<file path="config.mk">
export PLATFORM = sky130hd
export DESIGN_NAME = rx_bytemark
export DESIGN_NICKNAME = d
export VERILOG_FILES = /design/src/rtl/rbm_pkg.sv /design/src/rtl/rbm_sfd_hunt.sv /design/src/rtl/rbm_delim_gen.sv /design/src/rtl/rbm_verdict.sv /design/src/rtl/rx_bytemark.sv
export SDC_FILE = /design/constraint.sdc
export NUM_CORES = 1
export LEC_CHECK = 0
export ABC_AREA = 1
export BUFFER_PORTS_ARGS = -buffer_cell sky130_fd_sc_hd__buf_4
export CORE_AREA = 4 4 41 43
export DETAILED_ROUTE_END_ITERATION = 8
export DIE_AREA = 0 0 45 47
export GPL_ROUTABILITY_DRIVEN = 0
export PLACE_DENSITY = 0.66
export SLEW_MARGIN = 20
export SYNTH_ARGS = -nofsm -noshare
export SYNTH_HDL_FRONTEND = slang
export SYNTH_SLANG_ARGS = --single-unit
</file>
<file path="constraint.sdc">
create_clock -name clk -period 0.95 [get_ports clk]
set_input_delay 0.19 -clock clk [delete_from_list [all_inputs] [get_ports clk]]
set_output_delay 0.19 -clock clk [all_outputs]
set_load 0.05 [all_outputs]
</file>
<file path="src/rtl/rbm_pkg.sv">
package rbm_pkg;
   typedef enum logic {
      ST_HUNT  = 1'b0,
      ST_FRAME = 1'b1
   } hunt_st_t;

   function automatic int cnt_width(input int n);
      return (n > 1) ? $clog2(n) : 1;
   endfunction
endpackage

</file>
<file path="src/rtl/rbm_sfd_hunt.sv">
module rbm_sfd_hunt
   import rbm_pkg::*;
#(
   parameter int MIN_ALT = 4
) (
   input  logic clk,
   input  logic rst_n,
   input  logic arm,
   input  logic rx_valid,
   input  logic rx_data,
   output logic sfd_hit,
   output logic in_frame
);
   localparam int AW = cnt_width(MIN_ALT + 1);

   hunt_st_t        st;
   logic            prev_bit;
   logic            prev_ok;
   logic [AW-1:0]   alt_run;
   logic            alt_enough;

   assign alt_enough = (alt_run >= AW'(MIN_ALT));
   assign sfd_hit    = (st == ST_HUNT) && arm && rx_valid && rx_data &&
                       prev_ok && prev_bit && alt_enough;
   assign in_frame   = (st == ST_FRAME);

   always_ff @(posedge clk) begin
      if (!rst_n) begin
         st       <= ST_HUNT;
         prev_bit <= 1'b0;
         prev_ok  <= 1'b0;
         alt_run  <= '0;
      end else if (!rx_valid) begin
         st       <= ST_HUNT;
         prev_bit <= 1'b0;
         prev_ok  <= 1'b0;
         alt_run  <= '0;
      end else begin
         prev_bit <= rx_data;
         prev_ok  <= 1'b1;
         if (!prev_ok || (rx_data == prev_bit))
            alt_run <= AW'(1);
         else if (!alt_enough)
            alt_run <= alt_run + AW'(1);
         if (sfd_hit)
            st <= ST_FRAME;
      end
   end
endmodule

</file>
<file path="src/rtl/rbm_delim_gen.sv">
module rbm_delim_gen
   import rbm_pkg::*;
#(
   parameter int HALF = 4
) (
   input  logic clk,
   input  logic rst_n,
   input  logic sfd_hit,
   input  logic in_frame,
   output logic delim_q
);
   localparam int CW = cnt_width(HALF);
   localparam logic [CW-1:0] LAST = CW'(HALF - 1);

   logic [CW-1:0] phase;

   always_ff @(posedge clk) begin
      if (!rst_n) begin
         delim_q <= 1'b0;
         phase   <= '0;
      end else if (sfd_hit) begin
         delim_q <= 1'b1;
         phase   <= '0;
      end else if (in_frame) begin
         if (phase == LAST) begin
            phase   <= '0;
            delim_q <= ~delim_q;
         end else begin
            phase <= phase + CW'(1);
         end
      end else begin
         delim_q <= 1'b0;
         phase   <= '0;
      end
   end
endmodule

</file>
<file path="src/rtl/rbm_verdict.sv">
module rbm_verdict (
   input  logic clk,
   input  logic rst_n,
   input  logic enable,
   input  logic rx_valid,
   input  logic in_frame,
   input  logic reject_n,
   input  logic int_reject,
   output logic frame_done,
   output logic frame_reject
);
   logic valid_q;
   logic ext_acc;
   logic int_acc;
   logic fall;

   assign fall = valid_q && !rx_valid;

   always_ff @(posedge clk) begin
      if (!rst_n) begin
         valid_q      <= 1'b0;
         ext_acc      <= 1'b0;
         int_acc      <= 1'b0;
         frame_done   <= 1'b0;
         frame_reject <= 1'b0;
      end else begin
         valid_q    <= rx_valid;
         frame_done <= fall && in_frame;
         if (fall) begin
            frame_reject <= ext_acc | int_acc;
            ext_acc      <= 1'b0;
            int_acc      <= 1'b0;
         end else if (rx_valid) begin
            ext_acc <= ext_acc | (enable & ~reject_n);
            int_acc <= int_acc | int_reject;
         end
      end
   end
endmodule

</file>
<file path="src/rtl/rx_bytemark.sv">
module rx_bytemark
   import rbm_pkg::*;
#(
   parameter int BYTE_BITS = 8,
   parameter int MIN_ALT   = 4,
   parameter bit PORT_TP   = 1'b1
) (
   input  logic clk,
   input  logic rst_n,
   input  logic enable,
   input  logic tx_active,
   input  logic rx_valid,
   input  logic rx_data,
   input  logic reject_n,
   input  logic int_reject,
   output logic delim,
   output logic ser_data,
   output logic ser_active,
   output logic frame_done,
   output logic frame_reject
);
   localparam int HALF = BYTE_BITS / 2;

   if ((BYTE_BITS < 2) || ((BYTE_BITS % 2) != 0)) begin : g_bad_byte
      $error("rx_bytemark: BYTE_BITS must be even and at least 2");
   end
   if (MIN_ALT < 1) begin : g_bad_alt
      $error("rx_bytemark: MIN_ALT must be at least 1");
   end

   logic sfd_hit;
   logic in_frame;
   logic delim_q;
   logic hunt_arm;

   assign hunt_arm = ~tx_active;

   rbm_sfd_hunt #(.MIN_ALT(MIN_ALT)) u_hunt (
      .clk      (clk),
      .rst_n    (rst_n),
      .arm      (hunt_arm),
      .rx_valid (rx_valid),
      .rx_data  (rx_data),
      .sfd_hit  (sfd_hit),
      .in_frame (in_frame)
   );

   rbm_delim_gen #(.HALF(HALF)) u_delim (
      .clk      (clk),
      .rst_n    (rst_n),
      .sfd_hit  (sfd_hit),
      .in_frame (in_frame),
      .delim_q  (delim_q)
   );

   rbm_verdict u_verdict (
      .clk          (clk),
      .rst_n        (rst_n),
      .enable       (enable),
      .rx_valid     (rx_valid),
      .in_frame     (in_frame),
      .reject_n     (reject_n),
      .int_reject   (int_reject),
      .frame_done   (frame_done),
      .frame_reject (frame_reject)
   );

   assign delim = delim_q & rx_valid & enable & ~tx_active;

   if (PORT_TP) begin : g_tp
      assign ser_data   = enable & rx_valid & rx_data;
      assign ser_active = enable & rx_valid;
   end else begin : g_aui
      assign ser_data   = enable & rx_data;
      assign ser_active = enable & (rx_valid | tx_active);
   end
endmodule

</file>
==> results of run 1 <==
==> critical path, cell delays in order (launching register included) <==
cell and delay [ns]:
dfxtp_2 0.33, inv_2 0.05, nor3_4 0.16, buf_6 0.18
==> power by group <==
group          total, W  internal [W]  switching, W
logic          0.000118     0.0000511     0.0000669
clock network  0.000329      0.000163      0.000166
registers      0.000565      0.000558    0.00000718
==> worst paths after layout <==
path,from,endpoint,slack [ns],cells after the start
setup / recovery,u_delim.delim_q$_SDFFE_PN0P_,delim,-0.21,3
hold / removal,int_reject,u_verdict.int_acc$_SDFFE_PP0P_,0.15,3
setup reg to reg,u_delim.phase[0]$_SDFF_PP0_,u_delim.delim_q$_SDFFE_PN0P_,-0.02,5
hold reg to reg,u_delim.phase[0]$_SDFF_PP0_,u_delim.phase[0]$_SDFF_PP0_,0.44,1
==> area by class of cell <==
| cell class | instances | area [um^2] | area share |
|---|---|---|---|
| Sequential cell | 13 | 267 | 0.363 |
| Multi-Input combinational cell | 44 | 253 | 0.345 |
| Timing Repair Buffer | 15 | 128 | 0.174 |
| Inverter | 11 | 41.3 | 0.0563 |
| Clock buffer | 4 | 26.3 | 0.0358 |
| Tap cell | 15 | 18.8 | 0.0256 |
==> state kept, by name, indices dropped and copies added, names as in the netlist <==
register and count:
u_delim.phase 2, u_hunt.prev_bit 1, u_hunt.in_frame 1, u_verdict.frame_reject 1, u_verdict.int_acc 1, u_delim.delim_q 1, u_verdict.ext_acc 1, u_hunt.alt_run 3
u_hunt.prev_ok 1, u_verdict.frame_done 1
==> cell usage in the layout (no fill, tap or decap) <==
master / instances
nor2_1: 16
buf_4: 12
nand2_1: 9
dfxtp_1: 8
inv_1: 7
a21oi_1: 6
dfxtp_2: 5
inv_2: 4
clkbuf_4: 3
nand2_2: 2
nor3_1: 2
o21ai_0: 2
buf_6: 2
nor3_4: 1
nor2_2: 1
nor3b_2: 1
xor2_1: 1
ha_4: 1
ha_2: 1
ha_1: 1
clkbuf_1: 1
buf_8: 1
==> metrics by stage <==
stage | power, W | worst slack [ns] | instance area [um^2]
after detailed placement | 0.000689 | -0.0478 | 666
after global routing | 0.00106 | -0.262 | 733
final | 0.00101 | -0.214 | 733
after CTS | 0.00103 | -0.230 | 726
after floorplan | 0.000635 | -0.0587 | 534
after global placement | 0.000686 | -0.0252 | 666
==> what timing repair did <==
action                                  CTS  global route
resized for setup                        13             2
pin swaps                                 2             4
endpoints found under the setup margin    7             7
setup buffers                             0             0
gates cloned                              0             0
==> Yosys cell counts, drive strengths merged <==
cell type and n:
nor3 3, nor3b 1, nor2 17, ha 3, dfxtp 13, a21oi 6
o21ai 2, xor2 1, nand2 11, inv 11
==> metal layers <==
layer / global-route usage / vias to the layer above / routed length [um]
met2: 0.181 / 15 / 417
met5: 0 / - / 0
li1: - / 247 / -
met4: 0.0175 / 0 / 9
met3: 0.0613 / 2 / 93
met1: 0.122 / 187 / 438
==> cells by family (layout without fill, tap and decap cells) <==
| logic type | count (synthesis) | in the layout | synth area share |
|---|---|---|---|
| AND/OR/NAND/NOR | 32 | 32 | 0.251 |
| flip-flops | 13 | 13 | 0.502 |
| buffers and inverters | 11 | 30 | 0.0797 |
| AO/OA/AOI/OAI | 8 | 8 | 0.0773 |
| adder cells (fa/ha/maj) | 3 | 3 | 0.0725 |
| XOR/XNOR | 1 | 1 | 0.0169 |
==> impl_metrics.py, run 1 <==
metrics = {
    "sta": {
        "worst_pin_slew_ns": 0.175,
        "slew_violations": 0,
        "finalHoldViolCount": 0,
        "clock.fmax_mhz": 859,
        "grt_setup_unrepaired": "true",
        "period_share": 1.23,
        "fin_ws_ns": -0.214,
        "max_slew_margin": 0.883,
        "skew_ns": 0.00322,
        "hold_slack_ns": 0.146,
        "period_needed_ns": 1.16,
        "setup_viol": 2,
        "setup-tns-final_ns": -0.237,
    },
    "drt": {
        "drtAntennaViolNets": 0,
        "drt-initial-drc-count": 4,
        "wl_per_cell_um": 9.39,
        "drt_pass1_iterations": 4,
        "wirelength_um": 958,
        "drc": 0,
        "viasPerCell": 4.42,
        "dr_total_vias": 451,
    },
    "layout": {
        "fin_nets": 99,
        "area_growth_pct": 41.5,
        "drive_above_1_share": 0.391,
        "antenna_cells": 0,
        "final_util": 0.563,
        "finalNonFillerCells": 102,
        "nFillCells": 125,
    },
    "clock_tree": {
        "clock_latency_ns": 0.27,
        "cts_buffer_depth": 2,
        "cts.sinks": 13,
        "numCtsBuffers": 3,
        "cts_root_buffer": "clkbuf_4",
        "hold_buffers": 0,
        "cts_tree": "done",
        "htreeDepth": 1,
        "clkTransAtPathRegs_ns": 0.07,
    },
    "outcome": {
        "status": "finished, violations left",
        "violations": "negative setup slack",
    },
    "run": {
        "maxCapViolCount": 0,
    },
    "setup_path": {
        "path_class": "register to output pin",
        "required_ns": 0.76,
        "crit_fanout": 2,
        "arrival_ns": 0.97,
        "cp-end-kind": "output pin",
        "cp-start-kind": "register",
    },
    "die": {
        "coreArea_mm2": 0.00130,
        "rows": 13,
        "start_util": 0.398,
        "die_w_um": 45,
        "boundaryPins": 13,
        "fp.dieH_um": 47,
        "die-area_mm2": 0.00212,
    },
    "power": {
        "power.leakage_nw": 0.339,
        "peakVddDrop_uv": 1300,
        "powerDensity_mw_per_mm2": 1380,
    },
    "synth": {
        "synth_area_um2": 518,
        "synth_nets": 79,
        "yosys.area.top_type": "dfxtp_1",
        "yosys.cell_types.count": 11,
        "ys_seq_area_frac": 0.502,
        "ys_top_cells_by_area": "dfxtp_1 (50%), nor2_1 (12%), inv_1 (8.0%), ha_1 (7.2%), nand2_1 (7.2%)",
        "syn_inst": 68,
        "synth_top_area_frac": 0.502,
        "synth_area_per_cell_um2": 7.62,
        "ys_warn_count": 0,
        "ys_seq_elements": 13,
    },
    "grt": {
        "grt-ovfl-total": 0,
        "grt_pass1_vias": 416,
        "antenna_found_initial": 0,
        "grt_use_total": 0.108,
        "grt_pass1_wl_um": 1640,
        "grt_max_degree": 8,
    },
    "place": {
        "dp.cells": 98,
        "port_buffers": 12,
        "dp_hpwl_um": 779,
    },
    "min_path": {
        "holdCritPathClass": "primary input to register",
    },
}
Note: power is estimated with default switching activity, not from simulation.
==> run 2: changes to the inputs <==
Settings changed: GPL_ROUTABILITY_DRIVEN 0 to 1, MAX_ROUTING_LAYER set to met4.
==> run 2 against run 1 <==
Net effect:
- the run still ends with negative setup slack left
- clock skew hardly changed
- non-clock buffer count did not move
- cell count did not move
- largest cell class unchanged
- critical path depth stayed put
- critical path type unchanged
- global-route usage up 0.35 points
- highest routed layer unchanged
- clock-buffer cell count did not move
- largest power group unchanged
- utilization unchanged
==> impl_metrics.py, run 2 (synthesis results as in run 1) <==
metrics = {
    "die": {
        "start_util": 0.398,
        "fp.dieH_um": 47,
        "die-area_mm2": 0.00212,
        "boundaryPins": 13,
        "die_w_um": 45,
        "coreArea_mm2": 0.00130,
        "rows": 13,
    },
    "setup_path": {
        "crit_fanout": 2,
        "crit_start": "u_delim.delim_q$_SDFFE_PN0P_",
        "timing.rr.start": "u_delim.phase[0]$_SDFF_PP0_",
        "cp_slowest_cell": "dfxtp_2",
        "r2r_setup_slack_ns": -0.02,
        "cpPeakStageDelay_ns": 0.33,
        "required_ns": 0.76,
        "reg2regPathDepth": 5,
        "cp-start-kind": "register",
        "arrival_ns": 0.97,
        "rr_endpoint": "u_delim.delim_q$_SDFFE_PN0P_",
        "path_class": "register to output pin",
        "crit_chain": "inv_2, nor3_4, buf_6",
        "cp-end-kind": "output pin",
    },
    "sta": {
        "skew_ns": 0.00340,
        "clock.fmax_mhz": 859,
        "worst_pin_slew_ns": 0.175,
        "max_slew_margin": 0.883,
        "period_share": 1.22,
        "grt_setup_unrepaired": "true",
        "setup-tns-final_ns": -0.237,
        "finalHoldViolCount": 0,
        "period_needed_ns": 1.16,
        "setup_viol": 2,
        "slew_violations": 0,
        "fin_ws_ns": -0.214,
    },
    "layout": {
        "top_register": "u_hunt.alt_run",
        "final_util": 0.563,
        "fin_nets": 99,
        "layout_commonest_cell": "nor2_1",
        "most-common-layout-cells": "nor2_1 (16), buf_4 (12), nand2_1 (9)",
        "nFillCells": 125,
        "area_growth_pct": 41.5,
        "reg.largest.list": "u_hunt.alt_run: 3 flops, u_delim.phase: 2 flops",
        "antenna_cells": 0,
        "largest_reg_flops": 3,
        "drive_above_1_share": 0.391,
    },
    "clock_tree": {
        "hold_buffers": 0,
        "clock_latency_ns": 0.27,
        "cts.sinks": 13,
        "cts_tree": "done",
        "cts_root_buffer": "clkbuf_4",
        "htreeDepth": 1,
        "cts_buffer_depth": 2,
        "clkTransAtPathRegs_ns": 0.07,
        "numCtsBuffers": 3,
        "post_cts_buffers": 0,
    },
    "drt": {
        "wl_per_cell_um": 9.41,
        "drt_pass1_iterations": 4,
        "viasPerCell": 4.42,
        "drc": 0,
        "drtAntennaViolNets": 0,
        "wirelength_um": 960,
        "dr_total_vias": 451,
        "drt-initial-drc-count": 4,
    },
    "outcome": {
        "status": "finished, violations left",
        "violations": "negative setup slack",
    },
    "place": {
        "port_buffers": 12,
        "gp_congestion": 0.759,
        "dp_hpwl_um": 779,
    },
    "grt": {
        "grt_max_degree": 8,
        "grt_pass1_vias": 415,
        "grt_pass1_wl_um": 1640,
        "grt_use_total": 0.112,
        "grt-ovfl-total": 0,
        "antenna_found_initial": 0,
    },
    "power": {
        "peakVddDrop_uv": 1300,
        "finalPower_w": 0.00101,
        "powerDensity_mw_per_mm2": 1380,
        "power.leakage_nw": 0.339,
    },
    "min_path": {
        "hold_depth": 3,
        "hold_end": "u_verdict.int_acc$_SDFFE_PP0P_",
        "hold_start": "int_reject",
        "holdCritPathClass": "primary input to register",
    },
    "run": {
        "maxCapViolCount": 0,
    },
}
## run 2: per-layer routing
metal	vias up	global-route usage	routed length, um
li1	247	-	-
met1	187	0.125	446
met2	15	0.181	419
met3	2	0.0575	86
met4	0	0.0175	7
met5	-	-	0
## run 2: stage by stage
step | cells | hold slack, ns | setup WS, ns | area (um^2)
3_5_place_dp | 98 | 0.427 | -0.0478 | 666
6_report | 102 | 0.146 | -0.214 | 733
4_1_cts | 102 | 0.141 | -0.230 | 726
3_3_place_gp | 98 | 0.421 | -0.0252 | 666
5_1_grt | 102 | 0.172 | -0.262 | 733
2_1_floorplan | 68 | 0.324 | -0.0587 | 534
## run 2: power by group
group / switching [W] / leakage [nW] / internal, W
Clock: 0.000166 / 0.0150 / 0.000163
Combinational: 0.0000670 / 0.216 / 0.0000511
Sequential: 0.00000718 / 0.108 / 0.000558
## run 2: area by class of cell
cell class | instances | area [um^2] | area share
inverter | 11 | 41.3 | 0.0563
tap | 15 | 18.8 | 0.0256
timing repair buffer | 15 | 128 | 0.174
multi-input combinational | 44 | 253 | 0.345
sequential | 13 | 267 | 0.363
clock buffer | 4 | 26.3 | 0.0358
## run 2: critical path, delay by kind of cell (launching register included)
kind          cells  cell delay (ns)
flops             1             0.33
buf+inv           2             0.23
simple gates      1             0.16
## run 2: how the worst max path moves through the flow
| stage | slack [ns] | to |
|---|---|---|
| 3_3_place_gp | -0.03 | delim |
| 3_5_place_dp | -0.05 | u_hunt.alt_run[1]$_SDFFE_PP0P_ |
| 6_report | -0.21 | delim |
| 2_1_floorplan | -0.06 | delim |
| 5_1_grt | -0.26 | delim |
| 4_1_cts | -0.23 | delim |
## run 2: timing repair
action / 4_1_cts / 5_1_grt
gates resized for setup: 13 / 2
pin swaps: 2 / 4
cloned: 0 / 0
endpoints found under the setup margin: 7 / 7
